**src/rtl/qdac_pkg.sv**
```systemverilog
package qdac_pkg;
  localparam int unsigned DEF_CHANNELS = 4;
  localparam int unsigned DEF_DATA_W   = 12;
  localparam int unsigned DEF_FRAME_W  = 16;
  localparam int unsigned SYNC_STAGES  = 2;

  typedef enum logic {
    CLR_ZERO = 1'b0,
    CLR_MID  = 1'b1
  } clr_mode_e;
endpackage

```
**src/rtl/qdac_sync.sv**
```systemverilog
module qdac_sync #(
  parameter int unsigned W      = 1,
  parameter int unsigned STAGES = qdac_pkg::SYNC_STAGES,
  parameter logic [W-1:0] RST_VAL = '0
) (
  input  logic         clk,
  input  logic         rst_n,
  input  logic [W-1:0] d,
  output logic [W-1:0] q
);
  logic [W-1:0] stage_q [STAGES];

  always_ff @(posedge clk or negedge rst_n) begin
    if (!rst_n) stage_q[0] <= RST_VAL;
    else        stage_q[0] <= d;
  end

  for (genvar s = 1; s < STAGES; s++) begin : g_stage
    always_ff @(posedge clk or negedge rst_n) begin
      if (!rst_n) stage_q[s] <= RST_VAL;
      else        stage_q[s] <= stage_q[s-1];
    end
  end

  assign q = stage_q[STAGES-1];
endmodule

```
**src/rtl/qdac_shift_port.sv**
```systemverilog
module qdac_shift_port #(
  parameter int unsigned FRAME_W = qdac_pkg::DEF_FRAME_W
) (
  input  logic               clk,
  input  logic               rst_n,
  input  logic               cs_n_s,
  input  logic               sclk_s,
  input  logic               sdin_s,
  input  logic               ldac_n_s,
  output logic [FRAME_W-1:0] word_q,
  output logic               load_q
);
  logic               shclk, shclk_prev, shift_rise;
  logic               ldac_prev, ld_fall;
  logic [FRAME_W-1:0] shreg;

  // Combined shift clock: chip select high masks the serial clock
  assign shclk      = cs_n_s | sclk_s;
  assign shift_rise = shclk & ~shclk_prev;
  assign ld_fall    = ldac_prev & ~ldac_n_s;

  always_ff @(posedge clk or negedge rst_n) begin
    if (!rst_n) begin
      shclk_prev <= 1'b1;
      ldac_prev  <= 1'b1;
    end else begin
      shclk_prev <= shclk;
      ldac_prev  <= ldac_n_s;
    end
  end

  always_ff @(posedge clk or negedge rst_n) begin
    if (!rst_n)                      shreg <= '0;
    else if (shift_rise && ldac_n_s) shreg <= {shreg[FRAME_W-2:0], sdin_s};
  end

  always_ff @(posedge clk or negedge rst_n) begin
    if (!rst_n) begin
      word_q <= '0;
      load_q <= 1'b0;
    end else begin
      load_q <= ld_fall;
      if (ld_fall) word_q <= shreg;
    end
  end

  // the shift register is frozen while the strobe is low
  p_ignore_ldac_r10: assert property (@(posedge clk) disable iff (!rst_n)
    !ldac_n_s |=> $stable(shreg));

  // the held word changes only with a load pulse
  p_word_hold_r7: assert property (@(posedge clk) disable iff (!rst_n)
    !load_q ##1 !load_q |-> $stable(word_q));
endmodule

```
**src/rtl/qdac_chan_bank.sv**
```systemverilog
module qdac_chan_bank
  import qdac_pkg::*;
#(
  parameter int unsigned CHANNELS = DEF_CHANNELS,
  parameter int unsigned DATA_W   = DEF_DATA_W,
  localparam int unsigned ADDR_W  = $clog2(CHANNELS)
) (
  input  logic                       clk,
  input  logic                       rst_n,
  input  logic                       wr_valid,
  input  logic [ADDR_W-1:0]          wr_addr,
  input  logic [DATA_W-1:0]          wr_data,
  input  logic                       clr_n_s,
  input  logic                       clr_sel_s,
  output logic [CHANNELS*DATA_W-1:0] codes
);
  localparam logic [DATA_W-1:0] MID_CODE = {1'b1, {(DATA_W-1){1'b0}}};

  clr_mode_e           mode;
  logic [DATA_W-1:0]   clr_val;
  logic [CHANNELS-1:0] wr_en;
  logic [DATA_W-1:0]   code_q [CHANNELS];

  assign mode    = clr_mode_e'(clr_sel_s);
  assign clr_val = (mode == CLR_MID) ? MID_CODE : '0;

  for (genvar i = 0; i < CHANNELS; i++) begin : g_chan
    assign wr_en[i] = wr_valid && (wr_addr == ADDR_W'(i));

    always_ff @(posedge clk or negedge rst_n) begin
      if (!rst_n)        code_q[i] <= '0;
      else if (!clr_n_s) code_q[i] <= clr_val;
      else if (wr_en[i]) code_q[i] <= wr_data;
    end

    assign codes[i*DATA_W +: DATA_W] = code_q[i];

    // a held clear forces the selected value into every channel
    p_clear_force_r6: assert property (@(posedge clk) disable iff (!rst_n)
      !clr_n_s |=> code_q[i] == ($past(clr_sel_s) ? MID_CODE : '0));

    // without a write the channel keeps its value once clear is gone
    p_hold_r8: assert property (@(posedge clk) disable iff (!rst_n)
      (clr_n_s && !wr_en[i]) |=> $stable(code_q[i]));

    // a write lands the payload in the channel
    p_write_r4: assert property (@(posedge clk) disable iff (!rst_n)
      (clr_n_s && wr_en[i]) |=> code_q[i] == $past(wr_data));
  end

  // at most one channel is written per strobe
  p_onehot_wr_r5: assert property (@(posedge clk) disable iff (!rst_n)
    $onehot0(wr_en));
endmodule

```
**src/rtl/qdac_serial_bank.sv**
```systemverilog
module qdac_serial_bank
  import qdac_pkg::*;
#(
  parameter int unsigned CHANNELS = DEF_CHANNELS,
  parameter int unsigned DATA_W   = DEF_DATA_W,
  parameter int unsigned FRAME_W  = DEF_FRAME_W
) (
  input  logic                       clk,
  input  logic                       rst_n,
  input  logic                       cs_n,
  input  logic                       sclk,
  input  logic                       sdin,
  input  logic                       ldac_n,
  input  logic                       clr_n,
  input  logic                       clr_sel,
  output logic [CHANNELS*DATA_W-1:0] ch_codes
);
  localparam int unsigned ADDR_W = $clog2(CHANNELS);
  localparam int unsigned DC_W   = FRAME_W - ADDR_W - DATA_W;
  localparam logic [DATA_W-1:0] MID_CODE = {1'b1, {(DATA_W-1){1'b0}}};

  logic [5:0]                 pins_s;
  logic                       cs_n_s, sclk_s, sdin_s, ldac_n_s, clr_n_s, clr_sel_s;
  logic [FRAME_W-1:0]         word_q;
  logic                       load_q;
  logic [CHANNELS*DATA_W-1:0] bank_codes;
  logic [DATA_W-1:0]          live_clr;

  qdac_sync #(.W(6), .RST_VAL(6'b111110)) u_sync (
    .clk   (clk),
    .rst_n (rst_n),
    .d     ({cs_n, sclk, sdin, ldac_n, clr_n, clr_sel}),
    .q     (pins_s)
  );
  assign {cs_n_s, sclk_s, sdin_s, ldac_n_s, clr_n_s, clr_sel_s} = pins_s;

  qdac_shift_port #(.FRAME_W(FRAME_W)) u_port (
    .clk      (clk),
    .rst_n    (rst_n),
    .cs_n_s   (cs_n_s),
    .sclk_s   (sclk_s),
    .sdin_s   (sdin_s),
    .ldac_n_s (ldac_n_s),
    .word_q   (word_q),
    .load_q   (load_q)
  );

  if (DC_W > 0) begin : g_dc
    logic dc_unused;
    assign dc_unused = ^word_q[DATA_W +: DC_W];
  end

  qdac_chan_bank #(.CHANNELS(CHANNELS), .DATA_W(DATA_W)) u_bank (
    .clk       (clk),
    .rst_n     (rst_n),
    .wr_valid  (load_q),
    .wr_addr   (word_q[FRAME_W-1 -: ADDR_W]),
    .wr_data   (word_q[DATA_W-1:0]),
    .clr_n_s   (clr_n_s),
    .clr_sel_s (clr_sel_s),
    .codes     (bank_codes)
  );

  // Clear reaches the outputs straight from the pins, ahead of the sync
  assign live_clr = clr_sel ? MID_CODE : '0;
  assign ch_codes = clr_n ? bank_codes : {CHANNELS{live_clr}};
endmodule

```
**config.mk**
```make
export PLATFORM = sky130hd
export DESIGN_NAME = qdac_serial_bank
export DESIGN_NICKNAME = d
export VERILOG_FILES = /design/src/rtl/qdac_pkg.sv /design/src/rtl/qdac_sync.sv /design/src/rtl/qdac_shift_port.sv /design/src/rtl/qdac_chan_bank.sv /design/src/rtl/qdac_serial_bank.sv
export SDC_FILE = /design/constraint.sdc
export NUM_CORES = 1
export LEC_CHECK = 0
export BUFFER_PORTS_ARGS = -buffer_cell sky130_fd_sc_hd__buf_2
export CORE_UTILIZATION = 40
export CTS_CLUSTER_DIAMETER = 150
export CTS_CLUSTER_SIZE = 8
export DETAILED_ROUTE_END_ITERATION = 12
export PLACE_DENSITY_LB_ADDON = 0.25
export SLEW_MARGIN = 30
export SYNTH_ARGS = -nofsm -noshare
export SYNTH_HDL_FRONTEND = slang
export SYNTH_SLANG_ARGS = --single-unit
```
**constraint.sdc**
```tcl
create_clock -name clk -period 2.65 [get_ports clk]
set_clock_uncertainty 0.15 [all_clocks]
set_input_delay 0.3975 -clock clk [delete_from_list [all_inputs] [get_ports clk]]
set_output_delay 0.3975 -clock clk [all_outputs]
set_load 0.02 [all_outputs]
```
==> flow_metrics.tcl <==
set metrics [dict create \
    status "finished, final reports clean" \
    port-buffer-count 55 \
    cts.repair_timing.setup_buffer_count 0 \
    met2WireLength_um 3580 \
    power-per-cell-area_mw_per_mm2 631 \
    crit_path_cell_trace "dlygate4sd3_1 > buf_2 > nand2b_1 > nand2_1 > buf_2" \
    die_h_um 101 \
    h-tree-depth 3 \
    required_ps 2100 \
    drc 0 \
    dp_wirelength_um 5140 \
    clock_insertion_delay_worst_skew_ps 360 \
    place_worst_setup_slack_ps 696 \
    placement_rows 35 \
    signal_arrival_time_at_the_worst_endpoint_ps 1390 \
    timing_hold_violations_final 0 \
    synth-edff-count 0 \
    synth_area_mm2 0.00394 \
    layout-drive-gt1-share 0.287 \
    layout.cell_area.non_filler_mm2 0.00456 \
    crit_path_top_delay_cell "sky130_fd_sc_hd__dlygate4sd3_1" \
    initial_antenna_violation_count 0 \
    num-nets-final 417 \
    antenna_left 0 \
    clock_tree_from_tritoncts "built" \
    rsz_0062_raised_after_global_routing "false" \
    cp_max_fo 4 \
    grt_start_max_net_pins 60 \
    max_slew_margin 0.489 \
    achievable-frequency_mhz 516 \
    hold_path.class "flop to flop" \
    post-synth-top-count-cell "sky130_fd_sc_hd__nand2_1" \
    met3RoutedLength_um 285 \
    vdd_ir_max_mv 0.318 \
    synth.area.top_cells "sky130_fd_sc_hd__dfrtp_1 51%, sky130_fd_sc_hd__nand2_1 9.9%, sky130_fd_sc_hd__a21boi_0 8.4%" \
    worst-setup-path-type "input port to primary output" \
    vias_per_cell 4.75 \
    worst_pin_slew_ps 766 \
    die-area_mm2 0.0103 \
    clock_tree.buffer_depth 2 \
    flow.area_growth_from_synthesis_pct 15.6 \
    drt_pass1_iterations 4 \
    global_route_wire_length_before_repair_um 13000 \
    wl_per_cell_um 14.8 \
    timing.critical_path.to_type "primary output" \
    core_region_area_mm2 0.00937 \
    routed_wirelength_um 8050 \
    fin_crit_sh 0.731 \
    final_tns_setup_ps 0 \
    number_of_instances_in_the_synthesized_netlist 354 \
    worstSetupStartpointType "input port" \
    maxSlewViolCount 0 \
    antenna-diode-count 0 \
    period_needed_ps 1940 \
    critPathTopFamily "buffers and inverters" \
    cts-resized-gates 0 \
    chipWidth_um 101 \
    ioPinCount 56 \
    yosysSeqAreaShare 0.594 \
    floorplan.initialDensity 0.421 \
    groute.usage.overall 0.171 \
    ys.flop_type "sky130_fd_sc_hd__dfrtp_1" \
    synth_cell_types 22 \
    first_global_vias 2449 \
    globalplace.congestion 0.741 \
    p_leak_nw 2.16 \
    max-cap-violations 0 \
    postSynth.asyncResetShare 1.00 \
    setup_ws_final_ps 712 \
    root_buffer "sky130_fd_sc_hd__clkbuf_8" \
    initialDrtViolationCount 98 \
    yosys-top-cells-count "104 x sky130_fd_sc_hd__nand2_1, 81 x sky130_fd_sc_hd__dfrtp_1, 44 x sky130_fd_sc_hd__a21boi_0, 44 x sky130_fd_sc_hd__and2_1, 20 x sky130_fd_sc_hd__mux2_2" \
    num_vias 2581 \
    critPathMaxStageDelay_ps 530 \
    synth.top_cell.area_share 0.514 \
    topRoutingLayerUsed "met4" \
    synth_net_count 362 \
    place_area_mm2 0.00431 \
    critPathMostFrequentCell "sky130_fd_sc_hd__buf_2" \
    synth.yosys.warnings 0 \
    met1_length_um 4100 \
    yosys.area.top_type "sky130_fd_sc_hd__dfrtp_1" \
    synth.ff_latch_count 93 \
    ff2ff_setup_slack_ps 960 \
    clkSlewWorstSetupHoldPaths_ps 80 \
    cts_num_sinks 93 \
    holdBufCountCts 6 \
    grt_overflow 0 \
    worst-path-buf-inv 3 \
    finalSetupViolCount 0 \
    cts_made_buffers 9 \
    syn-mean-instance-area_um2 11.1 \
]
-- cell families after synthesis --
logic type,synth area share
flops,0.594
buf+inv,0.0283
mux,0.0952
compound gates,0.0902
simple gates,0.192
-- where the power goes --
group,leakage (nW),internal (W),total [W],switching [W]
Sequential,1.22,0.00155,0.00171,0.000163
Combinational,0.845,0.000135,0.000240,0.000106
Clock,0.0987,0.000431,0.000924,0.000493
-- worst paths after layout --
check                                             from                            to  depth (start not counted)
setup / recovery                               clr_sel                  ch_codes[11]                          5
hold / removal             u_sync.stage_q[8]$_DFF_PN1_         u_sync.q[2]$_DFF_PN1_                          0
setup reg to reg                 u_sync.q[1]$_DFF_PN1_  u_bank.codes[35]$_DFFE_PN0P_                          2
hold reg to reg            u_sync.stage_q[8]$_DFF_PN1_         u_sync.q[2]$_DFF_PN1_                          0
max in group asynchronous                        rst_n  u_bank.codes[11]$_DFFE_PN0P_                          3
min in group asynchronous                        rst_n  u_bank.codes[17]$_DFFE_PN0P_                          2
-- per-layer routing --
| layer | global-route usage | vias up |
|---|---|---|
| met1 | 0.251 | 1269 |
| met2 | 0.254 | 54 |
| met4 | 0.0502 | 0 |
| li1 | - | 1252 |
| met5 | 0 | - |
| met3 | 0.0373 | 6 |
-- cell usage in the layout, fill, tap and decap left out, drive strengths merged --
| cell type | count |
|---|---|
| a21boi | 44 |
| dfstp | 12 |
| a31oi | 4 |
| clkinvlp | 1 |
| clkbuf | 9 |
| nor3b | 1 |
| or2 | 1 |
| nand3b | 2 |
| dlygate4sd3 | 6 |
| nor2 | 1 |
| nand2 | 104 |
| and3 | 1 |
| nor2b | 1 |
| or3b | 1 |
| dfrtp | 81 |
| mux2 | 30 |
| bufinv | 1 |
| and2 | 44 |
| and3b | 3 |
| buf | 60 |
| nand3 | 1 |
| nand2b | 1 |
| clkinv | 5 |
-- per-stage QoR --
step                std cells   util  hold WS, ps  power (W)
CTS                       543  0.486          210    0.00291
global route              543  0.486          213    0.00300
detailed placement        521  0.460          189    0.00197
finish                    543  0.486          209    0.00287
global placement          521  0.460          188    0.00196
floorplan                 354      -        -48.1    0.00183
-- flip-flops by register name (all words and copies together) (netlist names) --
register	count
u_sync.stage_q	6
u_port.shclk_prev	1
u_port.load_q	1
u_port.word_q	14
u_sync.q	6
u_bank.codes	48
u_port.ldac_prev	1
u_port.shreg	16
-- layout make-up --
type | instances | area (um2)
fill | 907 | 4810
clock inverter | 7 | 66.3
clock buffer | 9 | 124
multi-input combinational | 239 | 1490
sequential | 93 | 2340
timing repair buffer | 66 | 375
tap | 129 | 161
(Power assumes the default switching activity.)
